<file path="config.mk">
export PLATFORM = sky130hd
export DESIGN_NAME = tsense_i2c_regs
export DESIGN_NICKNAME = d
export VERILOG_FILES = /design/src/rtl/tsr_pkg.sv /design/src/rtl/tsr_sync.sv /design/src/rtl/tsr_bus_events.sv /design/src/rtl/tsr_regfile.sv /design/src/rtl/tsense_i2c_regs.sv
export SDC_FILE = /design/constraint.sdc
export NUM_CORES = 1
export LEC_CHECK = 0
export ABC_AREA = 1
export BUFFER_PORTS_ARGS = -buffer_cell sky130_fd_sc_hd__buf_2
export CORE_MARGIN = 1
export CORE_UTILIZATION = 46
export DETAILED_ROUTE_END_ITERATION = 6
export GPL_ROUTABILITY_DRIVEN = 0
export PLACE_DENSITY = 0.66
export SETUP_SLACK_MARGIN = 0.2
export SLEW_MARGIN = 15
export SYNTH_ARGS = -nofsm -noshare
export SYNTH_HDL_FRONTEND = slang
export SYNTH_SLANG_ARGS = --single-unit
</file>
<file path="constraint.sdc">
create_clock -name clk -period 1.33 [get_ports clk]
set_input_delay 0.399 -clock clk [delete_from_list [all_inputs] [get_ports clk]]
set_output_delay 0.399 -clock clk [all_outputs]
set_load 0.05 [all_outputs]
</file>
<file path="src/rtl/tsr_pkg.sv">
package tsr_pkg;
  typedef enum logic [2:0] {
    PH_IDLE,
    PH_RX,
    PH_RX_ACK,
    PH_TX,
    PH_TX_ACK
  } phase_t;

  localparam logic [1:0] SEL_TEMP = 2'd0;
  localparam logic [1:0] SEL_CTRL = 2'd1;
  localparam logic [1:0] SEL_LOW  = 2'd2;
  localparam logic [1:0] SEL_HIGH = 2'd3;

  function automatic logic sel_is_wide(input logic [1:0] sel);
    return sel != SEL_CTRL;
  endfunction
endpackage

</file>
<file path="src/rtl/tsr_sync.sv">
module tsr_sync #(
  parameter int WIDTH  = 2,
  parameter int STAGES = 2
) (
  input  logic             clk,
  input  logic             rst,
  input  logic [WIDTH-1:0] d,
  output logic [WIDTH-1:0] q
);
  for (genvar b = 0; b < WIDTH; b++) begin : g_bit
    logic [STAGES-1:0] chain;
    always_ff @(posedge clk) begin
      if (rst) chain <= '1;
      else     chain <= {chain[STAGES-2:0], d[b]};
    end
    assign q[b] = chain[STAGES-1];
  end
endmodule

</file>
<file path="src/rtl/tsr_bus_events.sv">
module tsr_bus_events #(
  parameter int SYNC_STAGES = 2
) (
  input  logic clk,
  input  logic rst,
  input  logic scl_raw,
  input  logic sda_raw,
  output logic scl_lvl,
  output logic sda_lvl,
  output logic scl_rise,
  output logic scl_fall,
  output logic start_ev,
  output logic stop_ev
);
  logic [1:0] synced;
  logic       scl_prev, sda_prev;

  tsr_sync #(.WIDTH(2), .STAGES(SYNC_STAGES)) u_sync (
    .clk(clk), .rst(rst), .d({scl_raw, sda_raw}), .q(synced)
  );

  assign scl_lvl = synced[1];
  assign sda_lvl = synced[0];

  always_ff @(posedge clk) begin
    if (rst) begin
      scl_prev <= 1'b1;
      sda_prev <= 1'b1;
    end else begin
      scl_prev <= scl_lvl;
      sda_prev <= sda_lvl;
    end
  end

  assign scl_rise = scl_lvl & ~scl_prev;
  assign scl_fall = ~scl_lvl & scl_prev;
  assign start_ev = scl_lvl & scl_prev & sda_prev & ~sda_lvl;
  assign stop_ev  = scl_lvl & scl_prev & ~sda_prev & sda_lvl;
endmodule

</file>
<file path="src/rtl/tsr_regfile.sv">
module tsr_regfile
  import tsr_pkg::*;
#(
  parameter int              DATA_W   = 16,
  parameter logic [DATA_W-1:0] LOW_RST  = 16'h4B00,
  parameter logic [DATA_W-1:0] HIGH_RST = 16'h5000,
  localparam int             BYTE_W   = DATA_W / 2
) (
  input  logic              clk,
  input  logic              rst,
  input  logic              wr_en,
  input  logic [1:0]        sel,
  input  logic [BYTE_W-1:0] wr_data,
  input  logic              wr_second,
  input  logic [DATA_W-1:0] temp_in,
  output logic [DATA_W-1:0] rd_word,
  output logic [6:0]        ctrl,
  output logic [DATA_W-1:0] low_sp,
  output logic [DATA_W-1:0] high_sp,
  output logic              sd_pulse
);
  logic [BYTE_W-1:0] pend;

  always_ff @(posedge clk) begin
    if (rst) begin
      ctrl     <= '0;
      low_sp   <= LOW_RST;
      high_sp  <= HIGH_RST;
      pend     <= '0;
      sd_pulse <= 1'b0;
    end else begin
      sd_pulse <= 1'b0;
      if (wr_en) begin
        case (sel)
          SEL_CTRL: begin
            ctrl     <= wr_data[6:0];
            sd_pulse <= wr_data[0] & ~ctrl[0];
          end
          SEL_LOW, SEL_HIGH: begin
            if (!wr_second) pend <= wr_data;
            else if (sel == SEL_LOW) low_sp <= {pend, wr_data};
            else high_sp <= {pend, wr_data};
          end
          default: ;
        endcase
      end
    end
  end

  always_comb begin
    case (sel)
      SEL_TEMP: rd_word = temp_in;
      SEL_CTRL: rd_word = {1'b0, ctrl, {BYTE_W{1'b0}}};
      SEL_LOW:  rd_word = low_sp;
      default:  rd_word = high_sp;
    endcase
  end
endmodule

</file>
<file path="src/rtl/tsense_i2c_regs.sv">
module tsense_i2c_regs
  import tsr_pkg::*;
#(
  parameter int         PTR_W       = 8,
  parameter int         DATA_W      = 16,
  parameter int         SYNC_STAGES = 2,
  parameter logic [3:0] DEV_PREFIX  = 4'b1001,
  localparam int        BYTE_W      = DATA_W / 2,
  localparam int        BIT_W       = $clog2(BYTE_W)
) (
  input  logic              clk,
  input  logic              rst,
  input  logic              scl_in,
  input  logic              sda_in,
  input  logic [2:0]        addr_pins,
  input  logic [DATA_W-1:0] temp_in,
  output logic              sda_drive_low,
  output logic [1:0]        res_sel,
  output logic [1:0]        fault_sel,
  output logic              alarm_pol,
  output logic              alarm_mode,
  output logic              shutdown,
  output logic [DATA_W-1:0] hyst_setpoint,
  output logic [DATA_W-1:0] high_setpoint,
  output logic              read_pulse,
  output logic              shutdown_pulse
);
  localparam logic [BIT_W-1:0] LAST_BIT = BIT_W'(BYTE_W - 1);

  logic scl_s, sda_s, scl_rise, scl_fall, start_ev, stop_ev;
  phase_t            phase_q;
  logic [BIT_W-1:0]  bit_q;
  logic [BYTE_W-1:0] sh_q, tx_q, wr_data_q;
  logic [PTR_W-1:0]  ptr_q;
  logic [DATA_W-1:0] shadow_q, rd_word;
  logic [6:0]        ctrl;
  logic full_q, addr_ph_q, rw_q, first_q, wide_q, low_q, mack_q;
  logic wr_en_q, wr_second_q, wr_half_q, drive_q, rd_pulse_q;
  logic addr_hit;

  tsr_bus_events #(.SYNC_STAGES(SYNC_STAGES)) u_events (
    .clk(clk), .rst(rst), .scl_raw(scl_in), .sda_raw(sda_in),
    .scl_lvl(scl_s), .sda_lvl(sda_s), .scl_rise(scl_rise),
    .scl_fall(scl_fall), .start_ev(start_ev), .stop_ev(stop_ev)
  );

  tsr_regfile #(.DATA_W(DATA_W)) u_regs (
    .clk(clk), .rst(rst), .wr_en(wr_en_q), .sel(ptr_q[1:0]),
    .wr_data(wr_data_q), .wr_second(wr_second_q), .temp_in(temp_in),
    .rd_word(rd_word), .ctrl(ctrl), .low_sp(hyst_setpoint),
    .high_sp(high_setpoint), .sd_pulse(shutdown_pulse)
  );

  assign addr_hit = sh_q[BYTE_W-1:1] == {DEV_PREFIX, addr_pins};

  always_ff @(posedge clk) begin
    if (rst) begin
      phase_q <= PH_IDLE;  bit_q <= '0;  sh_q <= '0;  tx_q <= '0;
      ptr_q <= '0;  shadow_q <= '0;  wr_data_q <= '0;
      full_q <= 1'b0;  addr_ph_q <= 1'b0;  rw_q <= 1'b0;  first_q <= 1'b0;
      wide_q <= 1'b0;  low_q <= 1'b0;  mack_q <= 1'b0;  wr_en_q <= 1'b0;
      wr_second_q <= 1'b0;  wr_half_q <= 1'b0;  drive_q <= 1'b0;
      rd_pulse_q <= 1'b0;
    end else begin
      rd_pulse_q <= 1'b0;
      wr_en_q    <= 1'b0;
      if (start_ev) begin
        phase_q <= PH_RX;  addr_ph_q <= 1'b1;  bit_q <= '0;
        full_q <= 1'b0;  drive_q <= 1'b0;
      end else if (stop_ev) begin
        phase_q <= PH_IDLE;  full_q <= 1'b0;  drive_q <= 1'b0;
      end else begin
        case (phase_q)
          PH_RX: begin
            if (scl_rise) begin
              sh_q   <= {sh_q[BYTE_W-2:0], sda_s};
              bit_q  <= bit_q + 1'b1;
              full_q <= bit_q == LAST_BIT;
            end else if (scl_fall && full_q) begin
              full_q <= 1'b0;
              if (addr_ph_q) begin
                addr_ph_q <= 1'b0;
                if (addr_hit) begin
                  rw_q     <= sh_q[0];
                  first_q  <= ~sh_q[0];
                  shadow_q <= rd_word;
                  wide_q   <= sel_is_wide(ptr_q[1:0]);
                  drive_q  <= 1'b1;
                  phase_q  <= PH_RX_ACK;
                end else begin
                  phase_q <= PH_IDLE;
                end
              end else begin
                drive_q <= 1'b1;
                phase_q <= PH_RX_ACK;
                if (first_q) begin
                  ptr_q     <= sh_q;
                  first_q   <= 1'b0;
                  wr_half_q <= 1'b0;
                end else begin
                  wr_en_q     <= 1'b1;
                  wr_data_q   <= sh_q;
                  wr_second_q <= wr_half_q;
                  wr_half_q   <= ~wr_half_q;
                end
              end
            end
          end
          PH_RX_ACK: begin
            if (scl_fall) begin
              bit_q <= '0;
              if (rw_q) begin
                phase_q <= PH_TX;
                tx_q    <= shadow_q[DATA_W-1:BYTE_W];
                drive_q <= ~shadow_q[DATA_W-1];
                low_q   <= 1'b0;
              end else begin
                phase_q <= PH_RX;
                drive_q <= 1'b0;
              end
            end
          end
          PH_TX: begin
            if (scl_fall) begin
              if (bit_q == LAST_BIT) begin
                phase_q <= PH_TX_ACK;
                drive_q <= 1'b0;
              end else begin
                tx_q    <= tx_q << 1;
                drive_q <= ~tx_q[BYTE_W-2];
                bit_q   <= bit_q + 1'b1;
              end
            end
          end
          PH_TX_ACK: begin
            if (scl_rise) begin
              mack_q     <= ~sda_s;
              rd_pulse_q <= ~wide_q | low_q;
            end else if (scl_fall) begin
              bit_q <= '0;
              if (mack_q) begin
                phase_q <= PH_TX;
                if (wide_q && !low_q) begin
                  tx_q    <= shadow_q[BYTE_W-1:0];
                  drive_q <= ~shadow_q[BYTE_W-1];
                  low_q   <= 1'b1;
                end else begin
                  shadow_q <= rd_word;
                  wide_q   <= sel_is_wide(ptr_q[1:0]);
                  tx_q     <= rd_word[DATA_W-1:BYTE_W];
                  drive_q  <= ~rd_word[DATA_W-1];
                  low_q    <= 1'b0;
                end
              end else begin
                phase_q <= PH_IDLE;
              end
            end
          end
          default: ;
        endcase
      end
    end
  end

  assign sda_drive_low = drive_q;
  assign read_pulse    = rd_pulse_q;
  assign res_sel       = ctrl[6:5];
  assign fault_sel     = ctrl[4:3];
  assign alarm_pol     = ctrl[2];
  assign alarm_mode    = ctrl[1];
  assign shutdown      = ctrl[0];
endmodule

</file>
==> flow_summary_export.csv, run 1 <==
group,metric,value,unit
outcome,run_status,"finished, violations left",
outcome,violations,"DRC, setup timing",
global_routing,grt-ovfl-total,0,
cts,clockBufferDepth,2,
run,cap_violations,0,
cts,cts.sinks,113,
synth,syn_nets,788,
power_and_ir_drop,p_per_area,1620,mW/mm^2
layout,drive_above_1_share,52.7,%
synth,yosysMostFrequentCell,"nand2_1",
sta,rsz0062_at_grt,"yes",
synth,synth_top_cell_area_share,42.4,%
drt,drtIter0Drc,995,
placement,portBuffers,64,
cts,htreeDepth,4,
power_and_ir_drop,power.leakage,4.12,nW
critical_path,crit_path_start_kind,"flop",
layout,diodes,0,
power_and_ir_drop,peakVddDrop,1520,uV
critical_path,end_kind,"flop",
layout,regArea,0.00238,mm^2
global_routing,grt_max_degree,32,
synth,synth_cell_types,34,
drt,antenna_left,0,
synth,synth_top_cells_by_area,"dfxtp_1, nand2_1, nor2_1, a21oi_1, o21ai_0",
cts,clkLatencyLatePin,0.43,ns
power_and_ir_drop,power.total,15.0,mW
cts,clk_pin_slew,0.05,ns
sta,slew_headroom,63.9,%
global_routing,grt_pass1_vias,6040,
sta,final.setup.tns,-16.84,ns
layout,syn2layout_area_growth,73.8,%
layout,multiInputGateArea,0.00345,mm^2
floorplan,die_y,110,um
layout,nets,1011,
sta,fin_skew,0.0146,ns
drt,wl_per_cell,22.3,um
synth,avgSynthCellArea,6.99,um^2
drt,routed_via_density,6.05,
sta,fin_crit,1.68,ns
placement,dp_hpwl,11200,um
critical_path,arrival,1.97,ns
sta,hold_viol,0,
global_routing,grt_antenna_before_repair,0,
synth,syn_inst,763,
floorplan,dieArea,0.0120,mm^2
cts,clockRootBuffer,"clkbuf_16",
synth,yosysSeqAreaShare,42.4,%
synth,synth_commonest_cells,"nand2_1, dfxtp_1, nor2_1",
critical_path,cp.required,1.61,ns
critical_path,critPathMaxFanout,5,
sta,max_freq,595,MHz
drt,drc,5,
synth,syn_area,0.00533,mm^2
sta,finalMaxSlewViolations,0,
global_routing,track_usage,35.2,%
synth,synth.largest_area_cell,"dfxtp_1",
synth,synth_ff_type,"dfxtp_1",
drt,wl,25400,um
floorplan,core-area,0.0111,mm^2
floorplan,rows,38,
cts,hold_buffers,0,
sta,setup_slack,-0.351,ns
cts,cts_tree,"built",
synth,synth_edf_count,0,
floorplan,io_pins,65,
drt,vias,6895,
sta,post-route-period-util,126,%
critical_path,path_class,"reg -> reg",
layout,n_fill_cell,513,
sta,worstMarginPinSlew,0.536,ns
floorplan,die_x,110,um
sta,setup_viol,113,
synth,synth_seq_cells,113,
cts,cts_buffers,17,
hold_path,hold_path.class,"in -> reg",
synth,yosysWarnings,0,
drt,first_pass_iters,7,
global_routing,grt_first_pass_wirelength,31400,um
floorplan,start_util,48.1,%
synth,async_flop_share,0,%
repair_timing:
item                       4_1_cts  5_1_grt
buffers inserted                47       33
setup endpoints to repair      146      147
pin swaps                       25       34
gates cloned                     9        2
gates resized for setup        354      119
worst max-delay path, cell delays in order, from the launching register on:
cell and delay (ns):
dfxtp_4 0.36, inv_4 0.06, nand2_4 0.05, nor2_4 0.21, buf_4 0.15, nand2_2 0.06, nor2_4 0.12, nand2_4 0.10
or2_4 0.26, nand2_1 0.08, a21oi_1 0.07
placed cells by master, fill, tap and decap left out, types with 6 or more instances in the layout:
cell	n
inv_2	8
inv_1	62
dfxtp_2	32
dfxtp_1	60
nand2_2	21
buf_12	9
clkbuf_16	18
nand3_1	43
nor2_1	79
nand3_2	21
nor2_2	13
dfxtp_4	21
o21ai_2	31
buf_2	22
nand2_4	25
o21ai_1	15
buf_6	30
nor2_4	24
inv_4	6
a21oi_1	50
nand3_4	6
buf_8	46
a21oi_2	27
o21ai_0	24
nand2_1	125
buf_4	121
or2_2	8
through the flow:
step	util, %	instance area, um^2	setup WS [ns]	hold slack, ns	cells
finish	83.7	9270	-0.351	0.155	1139
global route	83.7	9270	-0.586	0.164	1139
CTS	77.1	8550	-0.178	0.156	1104
floorplan	-	5490	-0.110	0.389	763
global placement	58.1	6440	-0.237	0.395	1016
detailed placement	58.1	6440	-0.255	0.402	1016
power by group:
part	internal [mW]	total [mW]	switching, mW
Clock	3.09	4.81	1.72
Sequential	3.77	4.12	0.346
Combinational	2.60	6.12	3.52
Total	9.46	15.0	5.59
registers in the layout, summed over array words and instances (netlist names), 3 cells and up:
register and flops:
u_regs.high_sp 16, tx_q 7, u_regs.low_sp 16, u_regs.pend 8, shadow_q 16, wr_data_q 8
sh_q 8, u_regs.ctrl 7, phase_q 3, bit_q 3, u_events.u_sync.g_bit.chain 4
cell families (layout without fill, tap and decap cells):
| kind of cell | count (synthesis) | in the layout | synth area share (%) |
|---|---|---|---|
| buf+inv | 111 | 344 | 9.01 |
| flops | 113 | 113 | 42.4 |
| compound gates | 159 | 159 | 16.1 |
| fa+ha+maj | 2 | 2 | 0.469 |
| simple gates | 378 | 381 | 32.0 |
worst paths after layout:
check | start | endpoint | slack [ns] | cells after the start
min reg2reg | u_events.u_sync.g_bit[0].chain[0] | u_events.u_sync.g_bit[0].chain[1] | 0.41 | 1
max reg2reg | phase_q[2] | wr_second_q | -0.35 | 10
max | phase_q[2] | wr_second_q | -0.35 | 10
min | sda_in | u_events.u_sync.g_bit[0].chain[0] | 0.16 | 2
per-layer routing:
metal	wire (um)	vias to the layer above	track usage, %
li1	-	2920	-
met1	8860	3183	41.0
met2	11800	597	58.7
met3	2720	195	9.31
met4	2040	0	19.3
met5	0	-	0
cell type report:
cell class	count	area share (%)
multi-input cells	542	37.2
flip-flops and latches	113	25.7
repair buffers	231	24.9
clock buffers	23	5.16
inverters	80	3.62
well taps	140	1.89
clock inverters	9	1.40
repair inverters	1	0.0945
Note: power is estimated with default switching activity, not from simulation.
==> run 2, diff against run 1 <==
--- a/config.mk
+++ b/config.mk
@@ -7,7 +7,7 @@
 export LEC_CHECK = 0
 export ABC_AREA = 1
 export BUFFER_PORTS_ARGS = -buffer_cell sky130_fd_sc_hd__buf_2
-export CORE_MARGIN = 1
+export CORE_MARGIN = 3
 export CORE_UTILIZATION = 46
 export DETAILED_ROUTE_END_ITERATION = 6
 export GPL_ROUTABILITY_DRIVEN = 0
==> constraint.sdc (replaced) <==
create_clock -name clk -period 1.33 [get_ports clk]
set_input_delay 0.133 -clock clk [delete_from_list [all_inputs] [get_ports clk]]
set_output_delay 0.133 -clock clk [all_outputs]
set_load 0.05 [all_outputs]
==> run 2 against run 1 <==
  * Hold slack lost 0.099 ns
  * Critical path depth up 1
  * Die area increased by 7.4%
  * Highest routed layer unchanged
  * The flow finishes with violations (setup timing)
  * Largest cell class unchanged
  * Final cell count down 4.7%
  * Largest power group unchanged
  * Core utilization is 8.7 points lower
==> flow_summary_export.csv, run 2 (same netlist as run 1, synthesis figures left out) <==
group,metric,value,unit
outcome,run_status,"finished, violations left",
outcome,violations,"setup timing",
floorplan,core-area,0.0111,mm^2
global_routing,grt_max_degree,58,
drt,wl,18600,um
sta,setup_viol,58,
placement,dp_hpwl,11300,um
placement,portBuffers,64,
cts,cts_tree,"built",
layout,final_common_cell,"nand2_1",
layout,drive_above_1_share,43.5,%
floorplan,die_y,114,um
critical_path,crit_path_start_kind,"flop",
critical_path,crit_path_max_incr_delay,0.37,ns
global_routing,grt_use_met2,44.8,%
cts,htreeDepth,4,
cts,clk_pin_slew,0.06,ns
layout,reg_top3,"shadow_q (16), u_regs.high_sp (16), u_regs.low_sp (16)",
drt,first_pass_iters,6,
layout,stdcell_count,1085,
drt,wl_per_cell,17.2,um
sta,fin_crit,1.60,ns
sta,hold_viol,0,
sta,finalMaxSlewViolations,0,
critical_path,cp_slowest_cell,"dfxtp_4",
floorplan,rows,38,
layout,final_cell_mix,"nand2_1, buf_4, nor2_1",
cts,clockRootBuffer,"clkbuf_16",
floorplan,io_pins,65,
hold_path,hp-start,"temp_in[1]",
critical_path,cp.required,1.67,ns
global_routing,grt_antenna_before_repair,0,
power_and_ir_drop,p_per_area,1740,mW/mm^2
drt,vias,5928,
critical_path,cp_cell_sequence,"inv_4, nand2_4, nor2_4, buf_4, buf_4, buf_6, nand2_4, buf_12, nand3_1, nand2_1, nor2_1",
sta,rsz0062_at_grt,"yes",
cts,cts_buffers,17,
drt,antenna_left,0,
critical_path,critPathMaxFanout,16,
critical_path,arrival,1.94,ns
global_routing,track_usage,27.5,%
critical_path,path_class,"reg -> reg",
layout,diodes,0,
sta,max_freq,625,MHz
placement,dp.cells,1013,
sta,worstMarginPinSlew,0.368,ns
run,cap_violations,0,
drt,drtIter0Drc,489,
sta,fin_skew,0.00884,ns
critical_path,crit_start,"phase_q[2]",
global_routing,grt-ovfl-total,0,
sta,setup_slack,-0.269,ns
power_and_ir_drop,peakVddDrop,1880,uV
floorplan,start_util,48.1,%
cts,clkLatencyLatePin,0.42,ns
sta,slew_headroom,75.5,%
sta,final.setup.tns,-8.43,ns
cts,cts.sinks,113,
cts,clockBufferDepth,2,
layout,nets,957,
sta,post-route-period-util,120,%
global_routing,grt_first_pass_wirelength,28200,um
floorplan,die_x,114,um
global_routing,grt_pass1_vias,5674,
hold_path,hold_path.class,"in -> reg",
drt,drc,0,
power_and_ir_drop,power.leakage,3.60,nW
floorplan,dieArea,0.0129,mm^2
global_routing,top_usage_layer,"met2",
global_routing,met1_usage,34.7,%
critical_path,reg2reg_from,"phase_q[2]",
drt,routed_via_density,5.46,
layout,syn2layout_area_growth,55.8,%
global_routing,use_met3,6.58,%
placement,preCtsSetupSlack,-0.261,ns
critical_path,end_kind,"flop",
-- run 2: cell count changes in the layout (fill, tap and decap cells not counted), sizes merged --
cell         previous run  this run
buf                   229       171
bufbuf                  1         0
bufinv                  3         2
clkinv                  7         5
clkinvlp                1         4
dlygate4sd3             0         2
inv                    79        84
nand2                 176       175
nand3                  70        69
-- run 2: what timing repair did --
| item | CTS | global route |
|---|---|---|
| pin swaps | 29 | 27 |
| setup buffers | 20 | 11 |
| hold endpoints to repair | 2 | 0 |
| hold buffers | 2 | 0 |
| gates resized for setup | 219 | 79 |
| endpoints found under the setup margin | 139 | 125 |
| cloned | 6 | 1 |
-- run 2: stage by stage --
| step | area [um^2] | utilization [%] | power [mW] | hold WS (ns) |
|---|---|---|---|---|
| 2_1_floorplan | 5480 | - | 7.26 | 0.237 |
| 3_3_place_gp | 6390 | 57.7 | 8.24 | 0.319 |
| 3_5_place_dp | 6390 | 57.7 | 8.35 | 0.322 |
| 4_1_cts | 7900 | 71.3 | 13.6 | 0.0550 |
| 5_1_grt | 8310 | 75.0 | 15.1 | 0.102 |
| 6_report | 8310 | 75.0 | 14.4 | 0.0564 |
-- run 2: power breakdown --
part           leakage, nW  internal [mW]  switching (mW)
Combinational         2.41           2.49            3.32
Sequential           0.924           3.79           0.336
Clock                0.271           2.82            1.68
-- run 2: worst paths after layout --
path                                       endpoint  cells past startpoint  slack, ns
hold / removal                          shadow_q[1]                      5       0.06
setup / recovery                       shadow_q[11]                     11      -0.27
setup reg to reg                       shadow_q[11]                     11      -0.27
hold reg to reg   u_events.u_sync.g_bit[0].chain[1]                      1       0.41
-- run 2: layout make-up --
type                            count  area [um^2]
Clock buffer                       21          450
Clock inverter                     11          130
Timing Repair Buffer              176         1610
Multi-Input combinational cell    540         3230
Fill cell                         750         2770
Sequential cell                   113         2320
Tap cell                          140          175
Timing Repair inverter              4         47.5
Inverter                           80          343
-- run 2: critical path, delay by kind of cell, from the launching register on --
kind,cells,cell delay (ns)
buf+inv,5,0.57
flops,1,0.37
simple gates,6,0.58
-- run 2: metal layers --
layer  vias to the layer above  share of wire (%)  routed length, um
met1                      2757                 40               7360
met2                       287                 50               9230
met3                        65                7.2               1340
li1                       2819                  -                  -
met5                         -                  0                  0
met4                         0                3.8                700
==> run 3, diff against run 2 <==
--- a/config.mk
+++ b/config.mk
@@ -7,8 +7,10 @@
 export LEC_CHECK = 0
 export ABC_AREA = 1
 export BUFFER_PORTS_ARGS = -buffer_cell sky130_fd_sc_hd__buf_2
+export CORE_ASPECT_RATIO = 0.7
 export CORE_MARGIN = 3
 export CORE_UTILIZATION = 46
+export CTS_CLUSTER_SIZE = 25
 export DETAILED_ROUTE_END_ITERATION = 6
 export GPL_ROUTABILITY_DRIVEN = 0
 export PLACE_DENSITY = 0.66
==> run 3 against run 2 <==
  * The run still ends with setup timing left
  * Global-route usage is 1.4 points higher
  * Hold slack improved by 0.036 ns
  * Power rose by 3.4%
  * Sequential cell count unchanged
  * Die area increased by 0.17%
  * Sequential share of layout area is 2.1 points lower
  * First-iteration DRC count increased by 50%
  * Clock skew fell by 0.0017 ns
  * Combinational power increased by 8.6%
  * Critical path type unchanged
  * Critical endpoint is now shadow_q[12]
==> flow_summary_export.csv, run 3 (same netlist as run 1, synthesis figures left out) <==
group,metric,value,unit
cts,htreeDepth,4,
sta,max_freq,592,MHz
critical_path,cp_slowest_cell,"dfxtp_4",
drt,first_pass_iters,6,
layout,syn2layout_area_growth,68.4,%
sta,fin_skew,0.00713,ns
global_routing,track_usage,28.9,%
drt,antenna_left,0,
cts,clkLatencyLatePin,0.41,ns
sta,setup_slack,-0.358,ns
outcome,run_status,"finished, violations left",
cts,cts.sinks,113,
floorplan,io_pins,65,
drt,routed_via_density,5.65,
power_and_ir_drop,power.total,14.9,mW
critical_path,crit_path_start_kind,"flop",
drt,drc,0,
power_and_ir_drop,power.leakage,3.81,nW
placement,dp_hpwl,11900,um
layout,drive_above_1_share,50.2,%
critical_path,crit_start,"phase_q[1]",
sta,worstMarginPinSlew,0.429,ns
floorplan,start_util,47.7,%
sta,finalMaxSlewViolations,0,
layout,nets,979,
floorplan,dieArea,0.0129,mm^2
layout,reg_top3,"shadow_q (16), u_regs.high_sp (16), u_regs.low_sp (16)",
global_routing,grt_pass1_vias,5705,
drt,wl_per_cell,19.4,um
hold_path,hp-start,"temp_in[1]",
global_routing,grt-ovfl-total,0,
power_and_ir_drop,peakVddDrop,1240,uV
global_routing,grt_first_pass_wirelength,29000,um
layout,diodes,0,
layout,final_common_cell,"nand2_1",
global_routing,grt_max_degree,44,
hold_path,hold_path.class,"in -> reg",
sta,fin_crit,1.69,ns
layout,n_fill_cell,606,
critical_path,arrival,2.02,ns
placement,portBuffers,64,
layout,final_cell_mix,"nand2_1, nor2_1, dfxtp_1",
critical_path,critPathMaxFanout,13,
layout,utilization,80.4,%
sta,post-route-period-util,127,%
floorplan,rows,32,
sta,setup_viol,68,
layout,multiInputGateArea,0.00346,mm^2
placement,preCtsSetupSlack,-0.294,ns
global_routing,grt_antenna_before_repair,0,
cts,clockRootBuffer,"clkbuf_16",
critical_path,end_kind,"flop",
sta,hold_viol,0,
sta,whs,0.0927,ns
critical_path,cp_cell_sequence,"nor2_4, nand3_4, nand2_2, nand3_2, nor2_4, buf_12, nand2_2, nand2_1, nand2_1, nor2_1",
cts,clockBufferDepth,2,
cts,clk_pin_slew,0.05,ns
cts,cts_tree,"built",
layout,regArea,0.00232,mm^2
power_and_ir_drop,p_per_area,1660,mW/mm^2
critical_path,crit_path_max_incr_delay,0.37,ns
sta,final.setup.tns,-13.45,ns
sta,slew_headroom,71.3,%
critical_path,reg2reg_from,"phase_q[1]",
drt,drtIter0Drc,733,
drt,vias,6321,
run,cap_violations,0,
critical_path,cp.required,1.66,ns
sta,rsz0062_at_grt,"yes",
floorplan,core-area,0.0112,mm^2
drt,wl,21700,um
floorplan,die_y,96.1,um
critical_path,path_class,"reg -> reg",
floorplan,die_x,135,um
outcome,violations,"setup timing",
cts,cts_buffers,17,
==> run 3: path summary, 6_finish.rpt <==
check / slack (ns) / cells past startpoint / to
worst max-delay path: -0.36 / 10 / shadow_q[12]
worst min register to register: 0.41 / 1 / u_events.u_sync.g_bit[0].chain[1]
worst min-delay path: 0.09 / 5 / shadow_q[1]
worst max register to register: -0.36 / 10 / shadow_q[12]
==> run 3: layer usage <==
metal  part of all wire [%]  GRT usage (%)  vias to the layer above
met1                     39           37.8                     2976
li1                       -              -                     2866
met2                     47           46.5                      399
met3                     11           6.64                       80
met5                      0              0                        -
met4                    3.3           11.8                        0
==> run 3: power by group <==
part           total [mW]  internal [mW]  leakage (nW)  switching [mW]
Sequential           4.14           3.79         0.925           0.347
Combinational        6.31           2.73          2.60            3.59
Clock                4.48           2.88         0.277            1.61
Total                14.9           9.40          3.81            5.54
==> run 3: final cells by class <==
cell class / count / share of cell area [%]
clock inverters: 10 / 1.23
repair buffers: 197 / 22.4
multi-input cells: 541 / 38.6
flip-flops and latches: 113 / 25.9
clock buffers: 21 / 5.24
inverters: 80 / 4.00
repair inverters: 4 / 0.529
well taps: 153 / 2.13
==> run 3: through the flow <==
| stage | instances | instance area (um^2) |
|---|---|---|
| CTS | 1095 | 8200 |
| global placement | 1025 | 6460 |
| global route | 1119 | 8980 |
| detailed placement | 1025 | 6460 |
| finish | 1119 | 8980 |
| floorplan | 763 | 5480 |
==> run 3: critical path: cells and delay by family (launching register included) <==
family                 cells  cell delay (ns)
buffers and inverters      1             0.17
AND/OR/NAND/NOR            9             1.07
flip-flops                 1             0.37
==> run 3: timing repair <==
action / 4_1_cts / 5_1_grt
buffers inserted: 28 / 21
pin swaps: 38 / 51
gates cloned: 9 / 3
resized for setup: 251 / 170
hold endpoints to repair: 2 / 0
endpoints found under the setup margin: 143 / 131
hold buffers: 2 / 0
